<file path="src/rtl/stepper_pkg.sv">
package stepper_pkg;

  localparam int IDX_W      = 5;
  localparam int IDX_N      = 1 << IDX_W;
  localparam int MAX_STRIDE = IDX_N / 4;
  localparam int AMP_W      = 8;
  localparam int FULL       = 100;

  typedef enum logic [1:0] {
    MODE_FULL    = 2'd0,
    MODE_HALF    = 2'd1,
    MODE_QUARTER = 2'd2,
    MODE_EIGHTH  = 2'd3
  } step_mode_e;

  // Index distance of one step in a given resolution.
  function automatic logic [IDX_W-1:0] stride_of(step_mode_e m);
    return IDX_W'(MAX_STRIDE >> int'(m));
  endfunction

  // Full step lives on the diagonals, half a coarse stride off zero.
  function automatic logic [IDX_W-1:0] grid_ofs(step_mode_e m);
    return (m == MODE_FULL) ? IDX_W'(MAX_STRIDE / 2) : '0;
  endfunction

  function automatic logic [IDX_W-1:0] home_idx(step_mode_e m);
    return (m == MODE_FULL) ? IDX_W'(IDX_N - MAX_STRIDE / 2) : '0;
  endfunction

  // Round an index down onto the grid of a resolution.
  function automatic logic [IDX_W-1:0] snap_idx(logic [IDX_W-1:0] p, step_mode_e m);
    logic [IDX_W-1:0] rel;
    rel = p - grid_ofs(m);
    rel = rel & ~(stride_of(m) - IDX_W'(1));
    return rel + grid_ofs(m);
  endfunction

  // First quarter of a sine, 8 intervals, full scale 100.
  function automatic int quarter_mag(int k);
    case (k)
      0:       return 0;
      1:       return 20;
      2:       return 38;
      3:       return 56;
      4:       return 71;
      5:       return 83;
      6:       return 92;
      7:       return 98;
      default: return FULL;
    endcase
  endfunction

  function automatic logic signed [AMP_W-1:0] sine_at(logic [IDX_W-1:0] p);
    int k;
    int m;
    k = int'(p[IDX_W-3:0]);
    case (p[IDX_W-1:IDX_W-2])
      2'd0:    m =  quarter_mag(k);
      2'd1:    m =  quarter_mag(MAX_STRIDE - k);
      2'd2:    m = -quarter_mag(k);
      default: m = -quarter_mag(MAX_STRIDE - k);
    endcase
    return AMP_W'(m);
  endfunction

endpackage

</file>
<file path="src/rtl/step_edge_sync.sv">
module step_edge_sync #(
  parameter int STAGES = 2
) (
  input  logic clk,
  input  logic rst_n,
  input  logic step_clk,
  output logic fire
);
  logic prev_q;
  logic synced;

  for (genvar g = 0; g < STAGES; g++) begin : g_stage
    logic q;
    if (g == 0) begin : g_first
      always_ff @(posedge clk) begin
        if (!rst_n) q <= 1'b0;
        else        q <= step_clk;
      end
    end else begin : g_next
      always_ff @(posedge clk) begin
        if (!rst_n) q <= 1'b0;
        else        q <= g_stage[g-1].q;
      end
    end
  end

  assign synced = g_stage[STAGES-1].q;

  always_ff @(posedge clk) begin
    if (!rst_n) prev_q <= 1'b0;
    else        prev_q <= synced;
  end

  assign fire = synced & ~prev_q;

endmodule

</file>
<file path="src/rtl/step_index_ctrl.sv">
module step_index_ctrl
  import stepper_pkg::*;
(
  input  logic             clk,
  input  logic             rst_n,
  input  logic             fire,
  input  logic             dir_ccw,
  input  step_mode_e       mode_in,
  output logic [IDX_W-1:0] idx,
  output step_mode_e       mode_q
);
  logic [IDX_W-1:0] snapped;
  logic [IDX_W-1:0] stride;
  logic [IDX_W-1:0] next_idx;

  always_comb begin
    snapped  = snap_idx(idx, mode_in);
    stride   = stride_of(mode_in);
    next_idx = dir_ccw ? (snapped - stride) : (snapped + stride);
  end

  always_ff @(posedge clk) begin
    if (!rst_n) begin
      mode_q <= mode_in;
      idx    <= home_idx(mode_in);
    end else if (fire) begin
      mode_q <= mode_in;
      idx    <= next_idx;
    end
  end

  // no edge, no movement
  a_r11_hold_no_edge: assert property (@(posedge clk) disable iff (!rst_n)
    !fire |=> $stable(idx));

  // every edge moves the index
  a_r11_move_on_edge: assert property (@(posedge clk) disable iff (!rst_n)
    fire |=> idx != $past(idx));

  // the index always lies on the grid of the latched mode
  a_r9_on_grid: assert property (@(posedge clk) disable iff (!rst_n)
    ((idx - grid_ofs(mode_q)) & (stride_of(mode_q) - IDX_W'(1))) == '0);

endmodule

</file>
<file path="src/rtl/phase_amp_lut.sv">
module phase_amp_lut
  import stepper_pkg::*;
#(
  parameter int LEAD = 0
) (
  input  logic [IDX_W-1:0]        idx,
  input  step_mode_e              mode_q,
  output logic signed [AMP_W-1:0] amp
);
  logic [IDX_W-1:0]        pos;
  logic signed [AMP_W-1:0] raw;

  always_comb begin
    pos = idx + IDX_W'(LEAD);
    raw = sine_at(pos);
    if (mode_q == MODE_FULL) amp = (raw < 0) ? -AMP_W'(FULL) : AMP_W'(FULL);
    else                     amp = raw;
  end

endmodule

</file>
<file path="src/rtl/stepper_indexer.sv">
module stepper_indexer
  import stepper_pkg::*;
#(
  parameter int SYNC_STAGES = 2
) (
  input  logic                    clk,
  input  logic                    rst_n,
  input  logic                    step_clk,
  input  logic                    dir_ccw,
  input  logic [1:0]              mode,
  input  logic                    enable,
  output logic signed [AMP_W-1:0] phase_a,
  output logic signed [AMP_W-1:0] phase_b,
  output logic                    a_drive_en,
  output logic                    b_drive_en,
  output logic                    at_home_n
);
  localparam int N_PHASE = 2;

  logic                    step_fire;
  logic [IDX_W-1:0]        idx;
  step_mode_e              mode_q;
  logic signed [AMP_W-1:0] amp [N_PHASE];

  step_edge_sync #(.STAGES(SYNC_STAGES)) u_sync (
    .clk      (clk),
    .rst_n    (rst_n),
    .step_clk (step_clk),
    .fire     (step_fire)
  );

  step_index_ctrl u_ctrl (
    .clk     (clk),
    .rst_n   (rst_n),
    .fire    (step_fire),
    .dir_ccw (dir_ccw),
    .mode_in (step_mode_e'(mode)),
    .idx     (idx),
    .mode_q  (mode_q)
  );

  // Phase 0 (A) leads by a quarter cycle: cosine. Phase 1 (B): sine.
  for (genvar g = 0; g < N_PHASE; g++) begin : g_phase
    phase_amp_lut #(.LEAD(g == 0 ? MAX_STRIDE : 0)) u_lut (
      .idx    (idx),
      .mode_q (mode_q),
      .amp    (amp[g])
    );
  end

  assign phase_a    = enable ? amp[0] : '0;
  assign phase_b    = enable ? amp[1] : '0;
  assign a_drive_en = enable;
  assign b_drive_en = enable;
  assign at_home_n  = (idx != home_idx(mode_q));

  // setpoints stay within full scale
  a_r1_amp_bound: assert property (@(posedge clk) disable iff (!rst_n)
    (phase_a <= FULL) && (phase_a >= -FULL) && (phase_b <= FULL) && (phase_b >= -FULL));

  // the home flag coincides with full positive A current
  a_r6_home_amp: assert property (@(posedge clk) disable iff (!rst_n)
    (!at_home_n && enable) |-> (phase_a == AMP_W'(FULL)));

endmodule

</file>
<file path="config.mk">
export PLATFORM = sky130hd
export DESIGN_NAME = stepper_indexer
export DESIGN_NICKNAME = d
export VERILOG_FILES = /design/src/rtl/stepper_pkg.sv /design/src/rtl/step_edge_sync.sv /design/src/rtl/step_index_ctrl.sv /design/src/rtl/phase_amp_lut.sv /design/src/rtl/stepper_indexer.sv
export SDC_FILE = /design/constraint.sdc
export NUM_CORES = 1
export LEC_CHECK = 0
export ABC_AREA = 0
export CORE_MARGIN = 2
export CORE_UTILIZATION = 45
export CTS_BUF_LIST = sky130_fd_sc_hd__clkbuf_8 sky130_fd_sc_hd__clkbuf_16
export DETAILED_ROUTE_END_ITERATION = 10
export PLACE_DENSITY = 0.66
export SYNTH_ARGS = -nofsm -noshare
export SYNTH_HDL_FRONTEND = slang
export SYNTH_SLANG_ARGS = --single-unit
</file>
<file path="constraint.sdc">
create_clock -name clk -period 5.4 [get_ports clk]
set_input_delay 0.54 -clock clk [delete_from_list [all_inputs] [get_ports clk]]
set_output_delay 0.54 -clock clk [all_outputs]
set_load 0.02 [all_outputs]
</file>
==> results.ini <==
[clocking]
hold_buffers = 0
path_clk_slew_ps = 60
numClockSinks = 17
cts_buffer_depth = 2
post-cts-setup-buffers = 0
htree_levels = 1
clock_latency_ps = 250
cts-resized-gates = 0
cts_root_buffer = clkbuf_8
cts_tree = yes
numCtsBuffers = 3

[drt]
initialDrtViolationCount = 165
vias = 2075
avgViaCountPerCell = 5.62
ant_nets = 0
finalWirelength_um = 5580
wl_per_cell_um = 15.1
first_pass_iters = 4
drc = 0

[setup_path]
cp_slowest_cell = edfxtp_1
worst-path-buf-inv = 4
cpLargestDelayFamily = buffers and inverters
reg2reg_slack_ps = 2120
critPathCaptureType = output port
r2r-start = u_ctrl.idx[3]
cp.required_ps = 4860
cp_cell_sequence = inv_1, ha_1, or2_2, a21oi_1, a21o_1, inv_1, ha_1, inv_1, o31ai_4, mux2_2, a21oi_1, o21ai_1, clkdlybuf4s50_1
cp_max_fo = 16
max_stage_delay_ps = 680
crit_path_start = u_ctrl.idx[0]
start_kind = register
path_class = reg2out
crit_top_cell = inv_1
crit_arrival_ps = 3960

[yosys]
yosysTopAreaCell = ha_1
synthFlopType = dfxtp_1
synth_area_per_cell_um2 = 7.67
synth_area_leaders = ha_1 11%, edfxtp_1 9.4%, dfxtp_1 9.0%
yosys_warnings = 0
synth_cell_types = 61
netlist_area_um2 = 2220
syn-num-nets = 318
synthArstFlopShare = 0
synth_cells = 290
synth_top_area_share = 0.112
yosysSeqAreaShare = 0.184
synth_seq_cells = 17
synth-edff-count = 7

[grt]
grt_overflow = 0
gr-usage-met2 = 0.360
antenna_found_initial = 0
first_global_vias = 1889
grtUsageMet1 = 0.299
grt_max_degree = 37
top_usage_layer = met2
gr-usage-met3 = 0.0149
grt_first_pass_wirelength_um = 9130
grt_usage = 0.215

[floorplan]
rows = 25
start_util = 0.468
ioPinCount = 26
die_h_um = 74.3
dieArea_um2 = 5520
die_w_um = 74.3
coreArea_um2 = 4750

[timing]
worstMarginPinSlew_ps = 1140
slew_headroom = 0.242
rsz0062_at_grt = false
setup_violations = 0
hold_ws_ps = 435
hold_viol = 0
fmax_mhz = 222
finalCritPeriodShare = 0.834
clock_skew_ps = 4.15
maxSlewViolCount = 0
fin_tns_setup_ps = 0
setup_ws_ps = 897
timing.final.crit_period_ps = 4500

[pwr]
power_mw = 0.815
seq_power_share = 0.239
ir_drop_mv = 0.200
power.leakage_nw = 1.06
powerDensity_nw_per_um2 = 323
clkPwrFrac = 0.108
netSwitchingFraction = 0.457
power_switching_mw = 0.373
pwr-share-comb = 0.653
internal_power_mw = 0.442

[run]
cap_violations = 0

[cells_and_area]
final-seq-area_um2 = 410
final_cell_area_um2 = 2520
finish.utilization = 0.531
layout.cells.non_filler = 369
multi_input_area_um2 = 1650
diodes = 0
area.growth.synth_to_final_pct = 13.5
final_nets = 331
drive_gt1_frac = 0.0861
fillers = 475

[run_status]
status = finished clean

[min_path]
min_from = u_sync.g_stage[0].q
min_path_type = reg2reg

[place]
io_buffers = 25
dp_slack_ps = 1190
place_inst = 365
place_hpwl_um = 4300
gp_congestion = 0.848
dpl_cell_area_um2 = 2480

## area by class of cell
type / count / share of cell area
clock inverters: 1 / 0.00149
inverters: 20 / 0.0297
well taps: 67 / 0.0332
repair buffers: 27 / 0.105
clock buffers: 3 / 0.0164
flip-flops and latches: 17 / 0.163
multi-input cells: 234 / 0.652
## worst paths after layout
| kind | endpoint | depth (start not counted) |
|---|---|---|
| min reg2reg | u_sync.g_stage[1].q | 1 |
| max reg2reg | u_ctrl.idx[4] | 9 |
| max | phase_b[6] | 13 |
| min | u_sync.g_stage[1].q | 1 |
## kinds of logic after synthesis
kind of cell,after synthesis,share of synthesized area
xor gates and xnor gates,16,0.0630
buffers and inverters,39,0.0759
muxes,17,0.0787
adders and majority gates,21,0.121
AOI/OAI and AO/OA,82,0.265
and+or+nand+nor,97,0.210
other,1,0.00169
DFF,17,0.184
## cell usage in the layout (no fill, tap or decap), drive strengths merged, types with 3 or more instances in the layout
cell type / netlist / final
clkbuf: 11 / 3
inv: 20 / 21
xor2: 5 / 5
nor2b: 7 / 7
mux2: 4 / 4
edfxtp: 7 / 7
nand3: 4 / 4
nand2b: 5 / 5
a31oi: 4 / 4
o31ai: 3 / 3
or3b: 3 / 3
or2: 4 / 4
o211ai: 4 / 4
and2: 5 / 5
clkdlybuf4s50: 0 / 25
dfxtp: 10 / 10
ha: 20 / 20
a21o: 5 / 5
o21ai: 16 / 16
nor2: 27 / 27
xnor2: 11 / 11
o22ai: 5 / 5
a21oi: 21 / 21
nand2: 30 / 30
nor3: 5 / 5
mux2i: 13 / 13
## metal layers
layer	vias up	share of wire
li1	1050	-
met5	-	0
met3	9	0.042
met1	965	0.46
met4	0	0.016
met2	51	0.48
## synthesized netlist by cell type (5+ instances only)
cell	n
nor2b_1	7
a21oi_1	20
xor2_1	5
o21ai_0	9
a21o_1	5
nand2b_1	5
ha_1	20
mux2i_1	13
nor3_1	5
inv_1	18
nor2_1	27
o21ai_1	7
dfxtp_1	10
xnor2_1	11
nand2_1	30
clkbuf_1	11
and2_1	5
edfxtp_1	7
## power by group through the flow
stage	clock, mW	combinational (mW)	sequential (mW)
after detailed placement	0	0.529	0.196
final	0.0884	0.532	0.195
after global routing	0.0967	0.589	0.200
after floorplan	0	0.409	0.171
after CTS	0.0914	0.531	0.194
after global placement	0	0.526	0.196
## worst register-to-register path: stages, from the launching register on
cell and delay (ps):
edfxtp_1 1100, inv_2 320, ha_1 380, inv_1 40
ha_1 280, ha_1 320, a21oi_1 180, xnor2_1 110
xnor2_1 130, a21o_1 180
Note: power is estimated with default switching activity, not from simulation.
